## src/rtl/usb_tx_pkg.sv

```systemverilog
package usb_tx_pkg;
  typedef enum logic [1:0] {
    LINE_SE0 = 2'b00,
    LINE_J   = 2'b01,
    LINE_K   = 2'b10
  } line_t;

  // strobes from control to datapath
  typedef struct packed {
    logic loadCmd;   // latch PID nibble from the command byte
    logic loadSync;  // load SYNC pattern into shifter
    logic loadPid;   // load PID byte built from latched nibble
    logic loadLink;  // load link byte into shifter
    logic emitBit;   // put one bit on the line (stuff or data)
    logic driveSe0;  // force SE0
    logic driveJ;    // force J and clear coder state
    logic oeNext;    // line output belongs to a packet
  } txStrobe_t;
endpackage

```

## src/rtl/usb_tx_datapath.sv

```systemverilog
module usb_tx_datapath
  import usb_tx_pkg::*;
#(
  parameter int BYTE_W    = 8,
  parameter int STUFF_RUN = 6
) (
  input  logic              clk,
  input  logic              rstN,
  input  txStrobe_t         strobe,
  input  logic [BYTE_W-1:0] linkByte,
  output logic              lastBit,
  output logic              emptyShift,
  output logic              stuffDue,
  output logic [1:0]        lineState,
  output logic              lineOe
);
  localparam int CNT_W = $clog2(BYTE_W + 1);
  localparam int RUN_W = $clog2(STUFF_RUN + 1);
  localparam int NIB_W = BYTE_W / 2;

  logic [BYTE_W-1:0] shReg;
  logic [CNT_W-1:0]  bitsLeft;
  logic [RUN_W-1:0]  onesRun;
  logic [NIB_W-1:0]  pidNib;
  logic              bitVal;
  logic [1:0]        lineNext;

  assign lastBit    = (bitsLeft == CNT_W'(1));
  assign emptyShift = (bitsLeft == '0);
  assign stuffDue   = (onesRun == RUN_W'(STUFF_RUN));
  assign bitVal     = stuffDue ? 1'b0 : shReg[0];

  always_comb begin
    lineNext = lineState;
    if (strobe.driveSe0)     lineNext = LINE_SE0;
    else if (strobe.driveJ)  lineNext = LINE_J;
    else if (strobe.emitBit) lineNext = bitVal ? lineState
                                       : ((lineState == LINE_J) ? LINE_K : LINE_J);
  end

  always_ff @(posedge clk) begin
    if (!rstN) begin
      shReg     <= '0;
      bitsLeft  <= '0;
      onesRun   <= '0;
      pidNib    <= '0;
      lineState <= LINE_J;
      lineOe    <= 1'b0;
    end else begin
      lineState <= lineNext;
      lineOe    <= strobe.oeNext;
      if (strobe.loadCmd) pidNib <= linkByte[NIB_W-1:0];
      if (strobe.driveJ) onesRun <= '0;
      else if (strobe.emitBit) onesRun <= bitVal ? onesRun + RUN_W'(1) : '0;
      if (strobe.loadSync) begin
        shReg    <= {1'b1, {(BYTE_W-1){1'b0}}};
        bitsLeft <= CNT_W'(BYTE_W);
      end else if (strobe.loadPid) begin
        shReg    <= {~pidNib, pidNib};
        bitsLeft <= CNT_W'(BYTE_W);
      end else if (strobe.loadLink) begin
        shReg    <= linkByte;
        bitsLeft <= CNT_W'(BYTE_W);
      end else if (strobe.emitBit && !stuffDue && !emptyShift) begin
        shReg    <= shReg >> 1;
        bitsLeft <= bitsLeft - CNT_W'(1);
      end
    end
  end

  // the ones run never passes the stuffing threshold
  p_run_bound_r5: assert property (@(posedge clk) disable iff (!rstN)
    onesRun <= RUN_W'(STUFF_RUN));
  // a zero bit moves the line to the other level
  p_nrzi_flip_r6: assert property (@(posedge clk) disable iff (!rstN)
    (strobe.emitBit && !bitVal && !strobe.driveSe0 && !strobe.driveJ)
      |=> (lineState != $past(lineState)));
  // an undriven line rests at J
  p_idle_j_r1: assert property (@(posedge clk) disable iff (!rstN)
    !lineOe |-> (lineState == LINE_J));
  // SE0 never lasts a single cycle
  p_se0_pair_r7: assert property (@(posedge clk) disable iff (!rstN)
    (lineState == LINE_SE0 && $past(lineState) != LINE_SE0) |=> (lineState == LINE_SE0));
endmodule

```

## src/rtl/usb_tx_control.sv

```systemverilog
module usb_tx_control
  import usb_tx_pkg::*;
#(
  parameter int BYTE_W = 8
) (
  input  logic              clk,
  input  logic              rstN,
  input  logic [BYTE_W-1:0] txData,
  input  logic              txValid,
  input  logic              txStop,
  input  logic              lastBit,
  input  logic              emptyShift,
  input  logic              stuffDue,
  output logic              txNxt,
  output txStrobe_t         strobe
);
  localparam int NIB_W = BYTE_W / 2;

  typedef enum logic [2:0] {S_IDLE, S_WAITD, S_SEND, S_EOP1, S_EOPJ} state_t;

  state_t state, stateN;
  logic hasPid, hasPidN, pidPending, pidPendingN, lastAfterPid, lastAfterPidN;
  logic curLast, curLastN;
  logic isTxCmd, pidNz;

  assign isTxCmd = (txData[BYTE_W-1 -: 2] == 2'b01);
  assign pidNz   = |txData[NIB_W-1:0];

  always_comb begin
    strobe        = '0;
    txNxt         = 1'b0;
    stateN        = state;
    hasPidN       = hasPid;
    pidPendingN   = pidPending;
    lastAfterPidN = lastAfterPid;
    curLastN      = curLast;
    unique case (state)
      S_IDLE: begin
        strobe.driveJ = 1'b1;
        txNxt = txValid && isTxCmd;
        if (txNxt) begin
          strobe.loadCmd = 1'b1;
          hasPidN = pidNz;
          if (pidNz) begin
            strobe.loadSync = 1'b1;
            pidPendingN     = 1'b1;
            lastAfterPidN   = txStop;
            curLastN        = 1'b0;
            stateN          = S_SEND;
          end else if (!txStop) begin
            stateN = S_WAITD;
          end
        end
      end
      S_WAITD: begin
        strobe.driveJ = 1'b1;
        txNxt = txValid;
        if (txNxt) begin
          strobe.loadLink = 1'b1;
          curLastN        = txStop;
          stateN          = S_SEND;
        end
      end
      S_SEND: begin
        if (emptyShift && !stuffDue) begin
          if (hasPid) begin
            strobe.driveSe0 = 1'b1;
            strobe.oeNext   = 1'b1;
            stateN          = S_EOP1;
          end else begin
            strobe.driveJ = 1'b1;
            stateN        = S_IDLE;
          end
        end else begin
          strobe.emitBit = 1'b1;
          strobe.oeNext  = 1'b1;
          if (lastBit && !stuffDue && !curLast) begin
            if (pidPending) begin
              strobe.loadPid = 1'b1;
              pidPendingN    = 1'b0;
              curLastN       = lastAfterPid;
            end else if (txValid) begin
              txNxt           = 1'b1;
              strobe.loadLink = 1'b1;
              curLastN        = txStop;
            end else begin
              curLastN = 1'b1;  // link ran dry: close the packet
            end
          end
        end
      end
      S_EOP1: begin
        strobe.driveSe0 = 1'b1;
        strobe.oeNext   = 1'b1;
        stateN          = S_EOPJ;
      end
      S_EOPJ: begin
        strobe.driveJ = 1'b1;
        strobe.oeNext = 1'b1;
        stateN        = S_IDLE;
      end
      default: stateN = S_IDLE;
    endcase
  end

  always_ff @(posedge clk) begin
    if (!rstN) begin
      state        <= S_IDLE;
      hasPid       <= 1'b0;
      pidPending   <= 1'b0;
      lastAfterPid <= 1'b0;
      curLast      <= 1'b0;
    end else begin
      state        <= stateN;
      hasPid       <= hasPidN;
      pidPending   <= pidPendingN;
      lastAfterPid <= lastAfterPidN;
      curLast      <= curLastN;
    end
  end

  // an accept strobe needs a byte on the bus
  p_nxt_valid_r9: assert property (@(posedge clk) disable iff (!rstN)
    txNxt |-> txValid);
  // no byte is taken while the shifter still holds unsent bits
  p_busy_no_nxt_r9: assert property (@(posedge clk) disable iff (!rstN)
    (state == S_SEND && !lastBit) |-> !txNxt);
  // nothing follows the stop byte
  p_stop_last_r9: assert property (@(posedge clk) disable iff (!rstN)
    (state == S_SEND && curLast) |-> !txNxt);
endmodule

```

## src/rtl/usb_tx_serializer.sv

```systemverilog
module usb_tx_serializer
  import usb_tx_pkg::*;
#(
  parameter int BYTE_W    = 8,
  parameter int STUFF_RUN = 6
) (
  input  logic              clk,
  input  logic              rstN,
  input  logic [BYTE_W-1:0] txData,
  input  logic              txValid,
  input  logic              txStop,
  output logic              txNxt,
  output logic [1:0]        lineState,
  output logic              lineOe
);
  txStrobe_t strobe;
  logic lastBit, emptyShift, stuffDue;

  usb_tx_control #(.BYTE_W(BYTE_W)) ctrl_i (
    .clk(clk), .rstN(rstN), .txData(txData), .txValid(txValid), .txStop(txStop),
    .lastBit(lastBit), .emptyShift(emptyShift), .stuffDue(stuffDue),
    .txNxt(txNxt), .strobe(strobe)
  );

  usb_tx_datapath #(.BYTE_W(BYTE_W), .STUFF_RUN(STUFF_RUN)) dp_i (
    .clk(clk), .rstN(rstN), .strobe(strobe), .linkByte(txData),
    .lastBit(lastBit), .emptyShift(emptyShift), .stuffDue(stuffDue),
    .lineState(lineState), .lineOe(lineOe)
  );
endmodule

```

## config.mk

```make
export PLATFORM = sky130hd
export DESIGN_NAME = usb_tx_serializer
export DESIGN_NICKNAME = d
export VERILOG_FILES = /design/src/rtl/usb_tx_pkg.sv /design/src/rtl/usb_tx_datapath.sv /design/src/rtl/usb_tx_control.sv /design/src/rtl/usb_tx_serializer.sv
export SDC_FILE = /design/constraint.sdc
export NUM_CORES = 1
export LEC_CHECK = 0
export CAP_MARGIN = 20
export CORE_AREA = 2 2 57 59
export DETAILED_ROUTE_END_ITERATION = 10
export DIE_AREA = 0 0 59 61
export DONT_BUFFER_PORTS = 1
export PLACE_DENSITY = 0.78
export SYNTH_ARGS = -nofsm -noshare
export SYNTH_HDL_FRONTEND = slang
export SYNTH_SLANG_ARGS = --single-unit
export TNS_END_PERCENT = 1
```

## constraint.sdc

```tcl
create_clock -name clk -period 2.4 [get_ports clk]
set_input_delay 0.36 -clock clk [delete_from_list [all_inputs] [get_ports clk]]
set_output_delay 0.36 -clock clk [all_outputs]
set_load 0.005 [all_outputs]
```

==> flow_metrics.tcl <==
set metrics [dict create \
    yosysWarningCount 0 \
    ys_seq_area_share_pct 34.1 \
    ios 16 \
    setup_viol_count_final 0 \
    synth-simple-area-share_pct 29.7 \
    syn_avg_cell_area_um2 8.29 \
    crit_family "compound AO/OA/AOI/OAI gates" \
    grt_pass1_vias 1404 \
    via_count 1494 \
    synth_adder_area_share_pct 3.68 \
    synth-compound-area-share_pct 21.1 \
    max_cap_violations 0 \
    path_buf_inv 1 \
    post_drt_via_cell_ratio 6.20 \
    layout_min_cycle_time_ps 2200 \
    grt_pass1_wl_um 6200 \
    syn_inst 205 \
    clockRootBuffer "clkbuf_4" \
    timing.setup.tns_ps 0 \
    dp.cells 235 \
    clk_path_buf_depth 2 \
    tritoncts "built" \
    netlist_area_mm2 0.00170 \
    cp.arrival_ps 1840 \
    fmax_mhz 455 \
    port_buffers 0 \
    post-cts-setup-buffers 0 \
    skew_ps 12.5 \
    leakage_uw 0.000711 \
    n_antenna_cell 0 \
    cts.clk_slew.worst_paths_ps 90 \
    required_ps 2040 \
    worstSetupEndpointType "output port" \
    slowest_delay_ps 380 \
    rsz0062_at_grt "no" \
    hold_viol 0 \
    die_w_um 59 \
    yosys_register_bits 29 \
    wl_um 3620 \
    core.rowCount 20 \
    final_nets 226 \
    peakVddDrop_mv 0.273 \
    cts_buffers 5 \
    synth_top_area_share_pct 34.1 \
    wl_per_cell_um 15.0 \
    critPathLaunchType "flop" \
    synth_xor_area_share_pct 1.55 \
    synth_top_family_by_area "simple AND/OR/NAND/NOR gates" \
    antenna_found_initial 0 \
    synth_cell_types 50 \
    grt_max_degree 19 \
    detail_route.first_pass.iterations 4 \
    synth_edf_count 0 \
    ant_nets 0 \
    drv_slew 0 \
    syn_to_final_growth_pct 6.40 \
    coreArea_mm2 0.00295 \
    grt_remaining_overflow 0 \
    critPathKind "reg -> out" \
    drt_iter0_markers 103 \
    cts_hold_buf 0 \
    synth_mux_area_share_pct 5.89 \
    cts.sinks 29 \
    min_period_over_period_pct 91.6 \
    status "completed" \
    path_cells "inv_1 > ha_1 > a211oi_4 > a31o_2 > nand3_4 > nand2_1" \
    cp_max_fo 7 \
    synth_nets 222 \
    die_h_um 61 \
    most-common-layout-cells "dfxtp_1 (29), nand2_1 (27), nor2_1 (20)" \
    die_area_mm2 0.00360 \
    gp_congestion 0.920 \
    slew_headroom_pct 69.6 \
    synth_area_leaders "dfxtp_1 (34%), nand2_1 (6.0%), mux2i_1 (5.9%)" \
    initial_utilization_pct 57.6 \
    dp_hpwl_um 2790 \
    track_usage_pct 22.8 \
    yosys_most_used_dff "dfxtp_1" \
    worst_path_max_delay_cell "dfxtp_1" \
    fin_cells 241 \
    p_per_area_mw_per_mm2 471 \
    tightest_slew_ps 456 \
    async_flop_share_pct 0 \
    yosys.area.top_type "dfxtp_1" \
    cts.htree.levels 2 \
    clkLatencyLatePin_ps 320 \
    drc 0 \
    drive_above_1_share_pct 13.5 \
    min_path_type "in -> reg" \
    layout_commonest_cell "dfxtp_1" \
]
==> flip-flops by register name, indices dropped and copies added, names as in the netlist <==
signal               flops
ctrl_i.hasPid            1
dp_i.lineOe              1
ctrl_i.state             3
dp_i.onesRun             3
dp_i.pidNib              4
ctrl_i.pidPending        1
dp_i.lineState           2
dp_i.bitsLeft            4
ctrl_i.lastAfterPid      1
ctrl_i.curLast           1
dp_i.shReg               8
==> Yosys cell counts (4+ instances only) <==
library cell   n
a211o_1        4
a21oi_1       14
clkbuf_1       5
dfxtp_1       29
ha_1           5
inv_1          4
mux2i_1       10
nand2_1       27
nand2b_1       4
nor2_1        20
nor2b_1        9
nor3_1         5
nor3b_1        4
o21ai_0       11
==> power by group <==
group	leakage, µW	total (µW)	switching, µW	internal [µW]
logic	0.000450	90.7	48.1	42.6
registers	0.000235	505	12.7	492
clock network	0.0000269	256	155	101
==> final timing paths <==
path                                                     from                              to  slack, ps  depth (start not counted)
worst min-delay path                                     rstN      dp_i.shReg[7]$_SDFFE_PN0P_        150                          2
worst max-delay path             dp_i.onesRun[0]$_SDFFE_PP0N_                           txNxt        200                          6
worst min register to register     dp_i.shReg[2]$_SDFFE_PP0P_      dp_i.shReg[2]$_SDFFE_PP0P_        470                          2
worst max register to register  dp_i.bitsLeft[0]$_SDFFE_PP0P_  dp_i.lineState[0]$_SDFFE_PN1P_        300                          7
==> kinds of logic (layout without fill, tap and decap cells) <==
| group | after synthesis | count (layout) |
|---|---|---|
| muxes | 10 | 10 |
| AOI/OAI and AO/OA | 54 | 54 |
| xor gates and xnor gates | 3 | 3 |
| and+or+nand+nor | 91 | 91 |
| DFF | 29 | 29 |
| adders and majority gates | 5 | 5 |
| buffers and inverters | 13 | 16 |
==> layer usage <==
layer,vias to the layer above,GRT usage [%],wire length (µm)
met3,6,6.40,255
met2,41,37.1,1730
met4,0,8.44,51
met5,-,0,0
met1,707,29.0,1580
li1,740,-,-
==> stage by stage <==
step / utilization, % / worst slack, ps / hold slack (ps) / cell area [µm²] / total power (µW)
after global placement: 58.8 / 391 / 434 / 1740 / 600
after global routing: 61.3 / 34.2 / 141 / 1810 / 893
after CTS: 60.6 / 89.1 / 146 / 1790 / 857
after floorplan: - / 460 / 414 / 1700 / 589
after detailed placement: 58.8 / 319 / 451 / 1740 / 603
final: 61.3 / 201 / 151 / 1810 / 852
==> timing repair <==
action,4_1_cts,5_1_grt
pin swaps,0,1
resized for setup,2,3
endpoints found under the setup margin,1,1
==> worst register-to-register path: stages, from the launching register on <==
cell,delay (ps)
dfxtp_1,350
inv_1,90
ha_1,230
or3b_2,510
o21ai_2,340
a21oi_1,100
o21a_1,190
o22a_1,190
==> final cells by class <==
class	count	area, µm²
fillers	264	1140
well taps	33	41.3
clock inverters	1	5.00
clock buffers	5	37.5
multi-input cells	163	1080
inverters	4	15.0
repair buffers	6	45.0
flip-flops and latches	29	581
No activity file was read; power rests on OpenSTA's default activity.
